File: src/rtl/ssrc_pkg.sv
// Package: shared helpers for the secure scan response comparator.
// Assumes: chain lengths are at least one.
package ssrc_pkg;

    // Width needed to hold a count from 0 up to len inclusive.
    function automatic int cnt_width(input int len);
        return (len < 1) ? 1 : $clog2(len + 1);
    endfunction

endpackage

File: src/rtl/ssrc_len_counter.sv
// Module: ssrc_len_counter
// Shared bit counter. It reloads CHAIN_LEN whenever scan_en is low and
// counts down once per shift cycle, stopping at zero.
// Assumes: CHAIN_LEN >= 1; one counter serves every chain.
module ssrc_len_counter #(
    parameter int CHAIN_LEN = 64,
    parameter int CW        = ssrc_pkg::cnt_width(CHAIN_LEN)
) (
    input  logic clk,
    input  logic rst_n,
    input  logic scan_en,
    output logic term,     // all CHAIN_LEN bits have been compared
    output logic cmp_en    // current shift cycle belongs to the window
);

    localparam logic [CW-1:0] LOAD_VAL = CW'(CHAIN_LEN);
    localparam logic [CW-1:0] ONE      = CW'(1);

    logic [CW-1:0] remain_q;

    // Reload on reset or capture; otherwise count down, stopping at zero.
    always_ff @(posedge clk) begin
        if (!rst_n) begin
            remain_q <= LOAD_VAL;
        end else if (!scan_en) begin
            remain_q <= LOAD_VAL;
        end else if (remain_q != '0) begin
            remain_q <= remain_q - ONE;
        end
    end

    // Decode terminal count and the comparison window.
    always_comb begin
        term   = (remain_q == '0);
        cmp_en = scan_en && (remain_q != '0);
    end

endmodule

File: src/rtl/ssrc_sticky_cmp.sv
// Module: ssrc_sticky_cmp
// Per-chain sticky comparator. Inside the window, a difference between
// the actual and expected bit sets the flag. The flag holds until a
// cycle with scan_en low.
// Assumes: cmp_en comes from the shared counter.
module ssrc_sticky_cmp (
    input  logic clk,
    input  logic rst_n,
    input  logic scan_en,
    input  logic cmp_en,
    input  logic act_bit,
    input  logic exp_bit,
    output logic mis_flag
);

    logic diff;

    // Bitwise difference of actual and expected stream.
    always_comb begin
        diff = act_bit ^ exp_bit;
    end

    // Clear on reset or capture; accumulate differences inside the window.
    always_ff @(posedge clk) begin
        if (!rst_n || !scan_en) begin
            mis_flag <= 1'b0;
        end else if (cmp_en && diff) begin
            mis_flag <= 1'b1;
        end
    end

endmodule

File: src/rtl/ssrc_pad_ctrl.sv
// Module: ssrc_pad_ctrl
// Gates each chain's pass bit with terminal count, ANDs the chains and
// runs the shared scan-in/result pad. The pad drives only in a capture
// cycle that follows a complete window.
// Assumes: flags and term are registered, so this logic has no state.
module ssrc_pad_ctrl #(
    parameter int NUM_CHAINS = 4
) (
    input  logic                  scan_en,
    input  logic                  term,
    input  logic [NUM_CHAINS-1:0] mis_flag,
    input  logic                  pad_in,
    output logic                  pad_oe,
    output logic                  pad_out,
    output logic                  scan_in_o
);

    logic [NUM_CHAINS-1:0] chain_pass;

    // Per-chain output gating: pass only at terminal count with a clean flag.
    for (genvar c = 0; c < NUM_CHAINS; c++) begin : g_gate
        always_comb begin
            chain_pass[c] = term && !mis_flag[c];
        end
    end

    // Pad direction, result value and scan-in forwarding.
    always_comb begin
        pad_oe    = !scan_en && term;
        pad_out   = pad_oe && (&chain_pass);
        scan_in_o = pad_in && !pad_oe;
    end

endmodule

File: src/rtl/secure_scan_cmp.sv
// Module: secure_scan_cmp (top)
// On-chip comparison of scan responses against a tester-supplied
// expected stream. Only a single pass/fail bit per vector leaves the
// block, on the pad shared with scan-in.
// Assumes: every chain is CHAIN_LEN long or is padded to it by the tester.
module secure_scan_cmp #(
    parameter int NUM_CHAINS = 4,
    parameter int CHAIN_LEN  = 64
) (
    input  logic                  clk,
    input  logic                  rst_n,
    input  logic                  scan_en,
    input  logic [NUM_CHAINS-1:0] chain_so,
    input  logic [NUM_CHAINS-1:0] exp_bits,
    input  logic                  pad_in,
    output logic                  pad_out,
    output logic                  pad_oe,
    output logic                  scan_in_o
);

    localparam int CW = ssrc_pkg::cnt_width(CHAIN_LEN);

    logic                  term;
    logic                  cmp_en;
    logic [NUM_CHAINS-1:0] mis_flag;

    ssrc_len_counter #(
        .CHAIN_LEN (CHAIN_LEN),
        .CW        (CW)
    ) u_cnt (
        .clk     (clk),
        .rst_n   (rst_n),
        .scan_en (scan_en),
        .term    (term),
        .cmp_en  (cmp_en)
    );

    for (genvar c = 0; c < NUM_CHAINS; c++) begin : g_chain
        ssrc_sticky_cmp u_cmp (
            .clk      (clk),
            .rst_n    (rst_n),
            .scan_en  (scan_en),
            .cmp_en   (cmp_en),
            .act_bit  (chain_so[c]),
            .exp_bit  (exp_bits[c]),
            .mis_flag (mis_flag[c])
        );
    end

    ssrc_pad_ctrl #(
        .NUM_CHAINS (NUM_CHAINS)
    ) u_pad (
        .scan_en   (scan_en),
        .term      (term),
        .mis_flag  (mis_flag),
        .pad_in    (pad_in),
        .pad_oe    (pad_oe),
        .pad_out   (pad_out),
        .scan_in_o (scan_in_o)
    );

endmodule

File: config.mk
export PLATFORM = sky130hd
export DESIGN_NAME = secure_scan_cmp
export DESIGN_NICKNAME = d
export VERILOG_FILES = /design/src/rtl/ssrc_pkg.sv /design/src/rtl/ssrc_len_counter.sv /design/src/rtl/ssrc_sticky_cmp.sv /design/src/rtl/ssrc_pad_ctrl.sv /design/src/rtl/secure_scan_cmp.sv
export SDC_FILE = /design/constraint.sdc
export NUM_CORES = 1
export LEC_CHECK = 0
export CAP_MARGIN = 20
export CORE_AREA = 2 2 39 41
export DETAILED_ROUTE_END_ITERATION = 10
export DIE_AREA = 0 0 41 43
export GPL_TIMING_DRIVEN = 0
export PLACE_DENSITY = 0.66
export SYNTH_ARGS = -nofsm -noshare
export SYNTH_HDL_FRONTEND = slang
export SYNTH_SLANG_ARGS = --single-unit
File: constraint.sdc
create_clock -name clk -period 1.9 [get_ports clk]
set_input_delay 0.475 -clock clk [delete_from_list [all_inputs] [get_ports clk]]
set_output_delay 0.475 -clock clk [all_outputs]
set_load 0.1 [all_outputs]
==> results by group, run 1 <==
Die
  • Row count: 14
  • Core area: 1380 um^2
  • Die Footprint: 1760 um^2
  • Ports: 15
  • Chip Width: just over 40 um
  • Die Y: 43 um
  • Starting density of the core: 0.389

Layout
  • Commonest non-fill, non-tap cells in the layout: 11 x buf_4, 10 x clkdlybuf4s50_1, 6 x xnor2_1, 6 x dfxtp_1
  • Fin nets: 102
  • Ant. Diodes: 0
  • Commonest non-fill, non-tap cell in the layout: buf_4
  • Share of layout cells above drive strength 1: 0.391
  • Area Growth Syn to Fin: 66.3%
  • Design area: 895 um^2

STA
  • Worst slew pin tran: slightly above 0.5 ns
  • F_max: 501 MHz
  • Final Setup Violations: 3
  • Slew margin rel.: 0.661
  • Worst hold margin: about 0.47 ns
  • Slew Viols, Final: 0
  • Final period util: 1.05
  • Clk_skew: 0.00247 ns
  • Fin. Hold Viols: 0
  • Post-route minimum period: 2.00 ns
  • RSZ-0062 raised after global routing: true
  • Final Worst Setup Slack: -0.0956 ns

Clock network
  • Worst-path clk slew: around 0.07 ns
  • Clock tree sinks: 11
  • CTS H-tree depth: 1
  • Root Buffer: clkbuf_4
  • Clock buffer depth: 2
  • Worst skew pair latency: 0.26 ns
  • CTS tree: yes
  • CTS Buf Count: 3

Synth
  • Synth Cell Area: roughly 540 um^2
  • Synth Instances: between 50 and 60
  • Sequential cell area fraction in the yosys report: 0.409
  • Syn Area/Cell: 9.12 um^2
  • Syn_nets: 73
  • #FFs+latches synth: 11
  • Syn. warnings: 0
  • Distinct cells, synth: 23

Worst setup path
  • Critical path depth in cells: 3
  • Data required time at the worst endpoint: 1.42 ns
  • Critical path data arrival time: between 1.5 and 2 ns
  • Critical path type: register to output pin
  • Critical-path top delay cell: or4_4
  • Slowest Stage Delay on Critical Path: 0.54 ns
  • CP endpoint kind: output pin
  • FF-to-FF path depth: 4
  • R2R Setup Slk: 0.13 ns
  • Worst path cell trace: or4_4, nor3_4, buf_12
  • CP Launch Type: register
  • Family with the most delay on the worst path: simple AND/OR/NAND/NOR gates
  • CP Max Fanout: 2
  • Buf/Inv on CP: 1

Global route
  • Vias in the first global route: 498
  • Gr ovfl total: 0
  • First-pass GRT wire length: 2050 um
  • All-Layer GR Usage: 0.168
  • Pin count of the biggest net entering global routing: 11
  • Initial antenna violation count: 0

Routing
  • DRT Wirelength: 1310 um
  • DR iter-0 viols: 5
  • DRC viols: 0
  • Drt first pass iters: 4
  • Antenna-violating nets left: 0
  • Via/cell ratio: 5.28
  • Routed via count: 544
  • Wire length per cell: 12.8 um

Pwr
  • PwrDens: roughly 730 nW/um^2
  • P_leak: 0.344 nW
  • VDD IR-drop max: 0.000493 V
  • Final Power: 0.657 mW

Placement
  • GP Congestion: 0.734
  • Placed Instance Area: 721 um^2
  • Pre-CTS worst setup slack: -0.889 ns
  • IO Port Bufs: 13
  • Dpl hpwl: slightly above 800 um

Hold path
  • Worst hold path stage count: 2
  • Tightest Hold Check Type: register to register

Status
  • Status: finished with violations
  • Failing checks: negative setup slack

Run
  • Maxcap violations: 0
==> metrics by stage <==
stage	instances	util	TNS [ns]
final	103	0.646	-0.186
after global placement	88	0.521	-2.39
after global routing	103	0.646	-0.346
after detailed placement	88	0.521	-2.46
after floorplan	59	-	-0.202
after CTS	101	0.629	-0.104
==> power breakdown <==
group / leakage (nW) / total [mW] / internal (mW) / switching [mW]
Sequential: 0.0928 / 0.273 / 0.253 / 0.0203
Combinational: 0.237 / 0.229 / 0.124 / 0.105
Clock: 0.0150 / 0.155 / 0.0811 / 0.0734
Total: 0.344 / 0.657 / 0.458 / 0.198
==> routing by layer <==
metal	part of all wire	vias up	global-route usage	wire [um]
met1	0.48	252	0.234	630
met3	0.020	4	0.0157	26
met5	0	-	0	0
li1	-	279	-	-
met4	0.014	0	0.0800	19
met2	0.49	9	0.250	638
==> final timing paths <==
path	start	end
setup / recovery	g_chain[0].u_cmp.mis_flag	pad_out
hold / removal	g_chain[2].u_cmp.mis_flag	g_chain[2].u_cmp.mis_flag
setup reg to reg	u_cnt.remain_q[5]	g_chain[3].u_cmp.mis_flag
hold reg to reg	g_chain[2].u_cmp.mis_flag	g_chain[2].u_cmp.mis_flag
==> cell usage after synthesis <==
master    count  area [um^2]
a211o_1       1         8.76
a211oi_1      2         15.0
a21oi_1       2         10.0
and2b_2       1         8.76
buf_2         1         5.00
clkbuf_1      1         3.75
dfxtp_1      11          220
ha_1          2         25.0
inv_1         2         7.51
nand2_1       3         11.3
nand2b_1      1         6.26
nand3_1       4         20.0
nor2_1        2         7.51
nor3_1        6         30.0
nor3b_1       1         7.51
nor4_1        1         6.26
nor4b_1       1         8.76
o21a_1        1         7.51
o21ai_0       1         5.00
o31ai_1       5         37.5
or4_1         3         22.5
or4_4         1         11.3
xnor2_1       6         52.6
==> flip-flops by register name (all words and copies together) (netlist names) <==
register and flops:
g_chain.u_cmp.mis_flag 4, u_cnt.remain_q 7
==> what timing repair did <==
action,4_1_cts,5_1_grt
hold endpoints to repair,0,0
resized for setup,37,2
pin swaps,4,4
hold buffers,0,0
endpoints found under the setup margin,3,3
setup buffers,9,2
==> cells by family after synthesis <==
logic type | synth area share
buf+inv | 0.0302
flops | 0.409
xor+xnor | 0.0977
compound gates | 0.156
simple gates | 0.260
fa+ha+maj | 0.0465
==> area by class of cell <==
type	instances	area (um^2)
fillers	110	489
multi-input cells	44	360
repair buffers	24	243
flip-flops and latches	11	229
clock buffers	4	26.3
well taps	16	20.0
plain buffers	2	8.76
inverters	2	7.51
==> worst min-delay path, stage by stage, from the launching register on <==
cell and delay [ns]:
dfxtp_1 0.31, nand3_1 0.06, o31ai_1 0.06
Power figures use the tool's default switching activity.
==> inputs of run 2 (changes only) <==
CAP_MARGIN = 0   (was 20)
CORE_AREA = 3 3 40 42   (was 2 2 39 41)
DIE_AREA = 0 0 43 45   (was 0 0 41 43)
==> results by group, run 2 (synthesized netlist as in run 1, its figures left out) <==
Global route
  • Pin count of the biggest net entering global routing: 11 (unchanged)
  • All-Layer GR Usage: 0.152 (-0.0156)
  • Gr ovfl total: 0 (unchanged)
  • Vias in the first global route: 478 (-4.0%)
  • Initial antenna violation count: 0 (unchanged)
  • First-pass GRT wire length: 2040 um (-0.34%)

Die
  • Chip Width: 43 um (+4.9%)
  • Row count: 13 (-1)
  • Core area: 1280 um^2 (-7.1%)
  • Die Footprint: 1940 um^2 (+9.8%)
  • Die Y: 45 um (+4.7%)
  • Ports: 15 (unchanged)
  • Starting density of the core: 0.419 (+0.0299)

Layout
  • Fin nets: 99 (-2.9%)
  • Number of fillers in the final layout: 100 (-9.1%)
  • Sequential Area: 225 um^2 (-1.6%)
  • Share of layout cells above drive strength 1: 0.357 (-0.0337)
  • Multi-input logic area: 367 um^2 (+1.7%)
  • Max FFs per register: 7 (unchanged)
  • Commonest non-fill, non-tap cell in the layout: clkdlybuf4s50_1
  • Ant. Diodes: 0 (unchanged)
  • Reg with most FFs: u_cnt.remain_q
  • Commonest non-fill, non-tap cells in the layout: 10 x clkdlybuf4s50_1, 8 x buf_4, 7 x dfxtp_1, 6 x xnor2_1
  • Biggest regs: u_cnt.remain_q x7, g_chain.u_cmp.mis_flag x4
  • Area Growth Syn to Fin: 62.3%
  • Design area: 873 um^2 (-2.4%)

Status
  • Failing checks: negative setup slack
  • Status: finished with violations

Clock network
  • Worst-path clk slew: 0.07 ns (about the same)
  • CTS tree: yes
  • Root Buffer: clkbuf_4
  • CTS Buf Count: 3 (unchanged)
  • Clock tree sinks: 11 (unchanged)
  • Hold buffers post-CTS: 0 (unchanged)
  • Worst skew pair latency: 0.28 ns (+0.02 ns)
  • Clock buffer depth: 2 (unchanged)
  • CTS H-tree depth: 1 (unchanged)

STA
  • Final period util: 1.04 (-0.0101)
  • Worst slew pin tran: 0.525 ns (+0.0180 ns)
  • Final Worst Setup Slack: -0.0765 ns (+0.0191 ns)
  • RSZ-0062 raised after global routing: true
  • Slew margin rel.: 0.649 (-0.0120)
  • Fin. Hold Viols: 0 (unchanged)
  • F_max: 506 MHz (+0.97%)
  • Final Setup Violations: 2 (-1)
  • Slew Viols, Final: 0 (unchanged)
  • Worst hold margin: 0.469 ns (-0.00598 ns)
  • Post-route minimum period: 1.98 ns (-0.0191 ns)
  • Clk_skew: 0.00399 ns (+0.00152 ns)

Routing
  • Routed via count: 515 (-5.3%)
  • DRC viols: 0 (unchanged)
  • Via/cell ratio: 5.20 (-1.5%)
  • DRT Wirelength: 1330 um (+1.1%)
  • Antenna-violating nets left: 0 (unchanged)
  • Wire length per cell: 13.4 um (+5.1%)
  • Drt first pass iters: 3 (-1)
  • DR iter-0 viols: 5 (unchanged)

Worst setup path
  • Worst setup path start: u_cnt.remain_q[5]
  • Critical path data arrival time: 1.50 ns (-0.02 ns)
  • CP endpoint kind: output pin
  • Data required time at the worst endpoint: 1.42 ns (about the same)
  • Worst r2r src: u_cnt.remain_q[2]
  • CP Launch Type: register
  • R2R Setup Slk: 0.15 ns (+0.02 ns)
  • Critical path type: register to output pin
  • CP Max Fanout: 4 (+2)
  • FF-to-FF path depth: 3 (-1)
  • Critical R2R Capture: g_chain[2].u_cmp.mis_flag

Pwr
  • VDD IR-drop max: 0.000533 V (+8.2%)
  • P_leak: 0.332 nW (-3.7%)
  • PwrDens: 756 nW/um^2 (+3.0%)

Placement
  • IO Port Bufs: 13 (unchanged)
  • Pre-CTS worst setup slack: -0.889 ns (+0.000220 ns)
  • GP Congestion: 0.680 (-7.4%)
  • Dpl hpwl: 814 um (-1.2%)
  • Placed Instance Area: 719 um^2 (-0.17%)

Hold path
  • Tightest Hold Check Type: register to register
  • Worst hold path stage count: 2 (unchanged)
  • Hold Path End: g_chain[1].u_cmp.mis_flag
  • Hold_sp: g_chain[1].u_cmp.mis_flag

Run
  • Maxcap violations: 0 (unchanged)
run 2: changes by cell type in the layout (fill, tap and decap cells not counted):
cell     previous run  this run
o21a_4              0         1
dfxtp_1             6         7
dfxtp_4             1         0
buf_4              11         8
o21a_2              1         0
run 2: worst max path at each step:
stage | endpoint | slack [ns] | cells after the start
floorplan | pad_out | -0.20 | 2
finish | pad_out | -0.08 | 4
detailed placement | scan_in_o | -0.89 | 6
global placement | scan_in_o | -0.88 | 6
global route | pad_out | -0.14 | 4
CTS | pad_out | -0.09 | 4
run 2: timing repair:
action,CTS,global route
gates cloned,0,0
resized for setup,36,2
endpoints found under the setup margin,3,3
buffers inserted,8,0
pin swaps,4,1
run 2: where the power goes:
part           internal [mW]  total [mW]  switching [mW]
combinational          0.118       0.219           0.101
clock                 0.0815       0.165          0.0839
sequential             0.253       0.275          0.0224
run 2: area by class of cell:
| type | instances | area share |
|---|---|---|
| Timing Repair Buffer | 21 | 0.252 |
| Tap cell | 15 | 0.0215 |
| Buffer | 2 | 0.0100 |
| Multi-Input combinational cell | 44 | 0.420 |
| Inverter | 2 | 0.00860 |
| Sequential cell | 11 | 0.258 |
| Clock buffer | 4 | 0.0301 |
run 2: through the flow:
stage / power (mW) / cells / TNS [ns] / utilization
floorplan: 0.392 / 59 / -0.202 / -
global placement: 0.438 / 87 / -2.49 / 0.560
detailed placement: 0.439 / 87 / -2.43 / 0.560
CTS: 0.651 / 99 / -0.143 / 0.668
global route: 0.697 / 99 / -0.285 / 0.680
finish: 0.660 / 99 / -0.144 / 0.680
run 2: worst max-delay path, cell delays in order, from the launching register on:
cell and delay (ns):
dfxtp_2 0.35, nor4_4 0.34, nand2_4 0.13, nor3_4 0.21
buf_12 0.20
run 2: layer usage:
metal	up-vias	share of wire	global-route usage
li1	273	-	-
met1	226	0.46	0.172
met2	12	0.47	0.231
met3	4	0.057	0.0797
met4	0	0.020	0.0904
met5	-	0	0
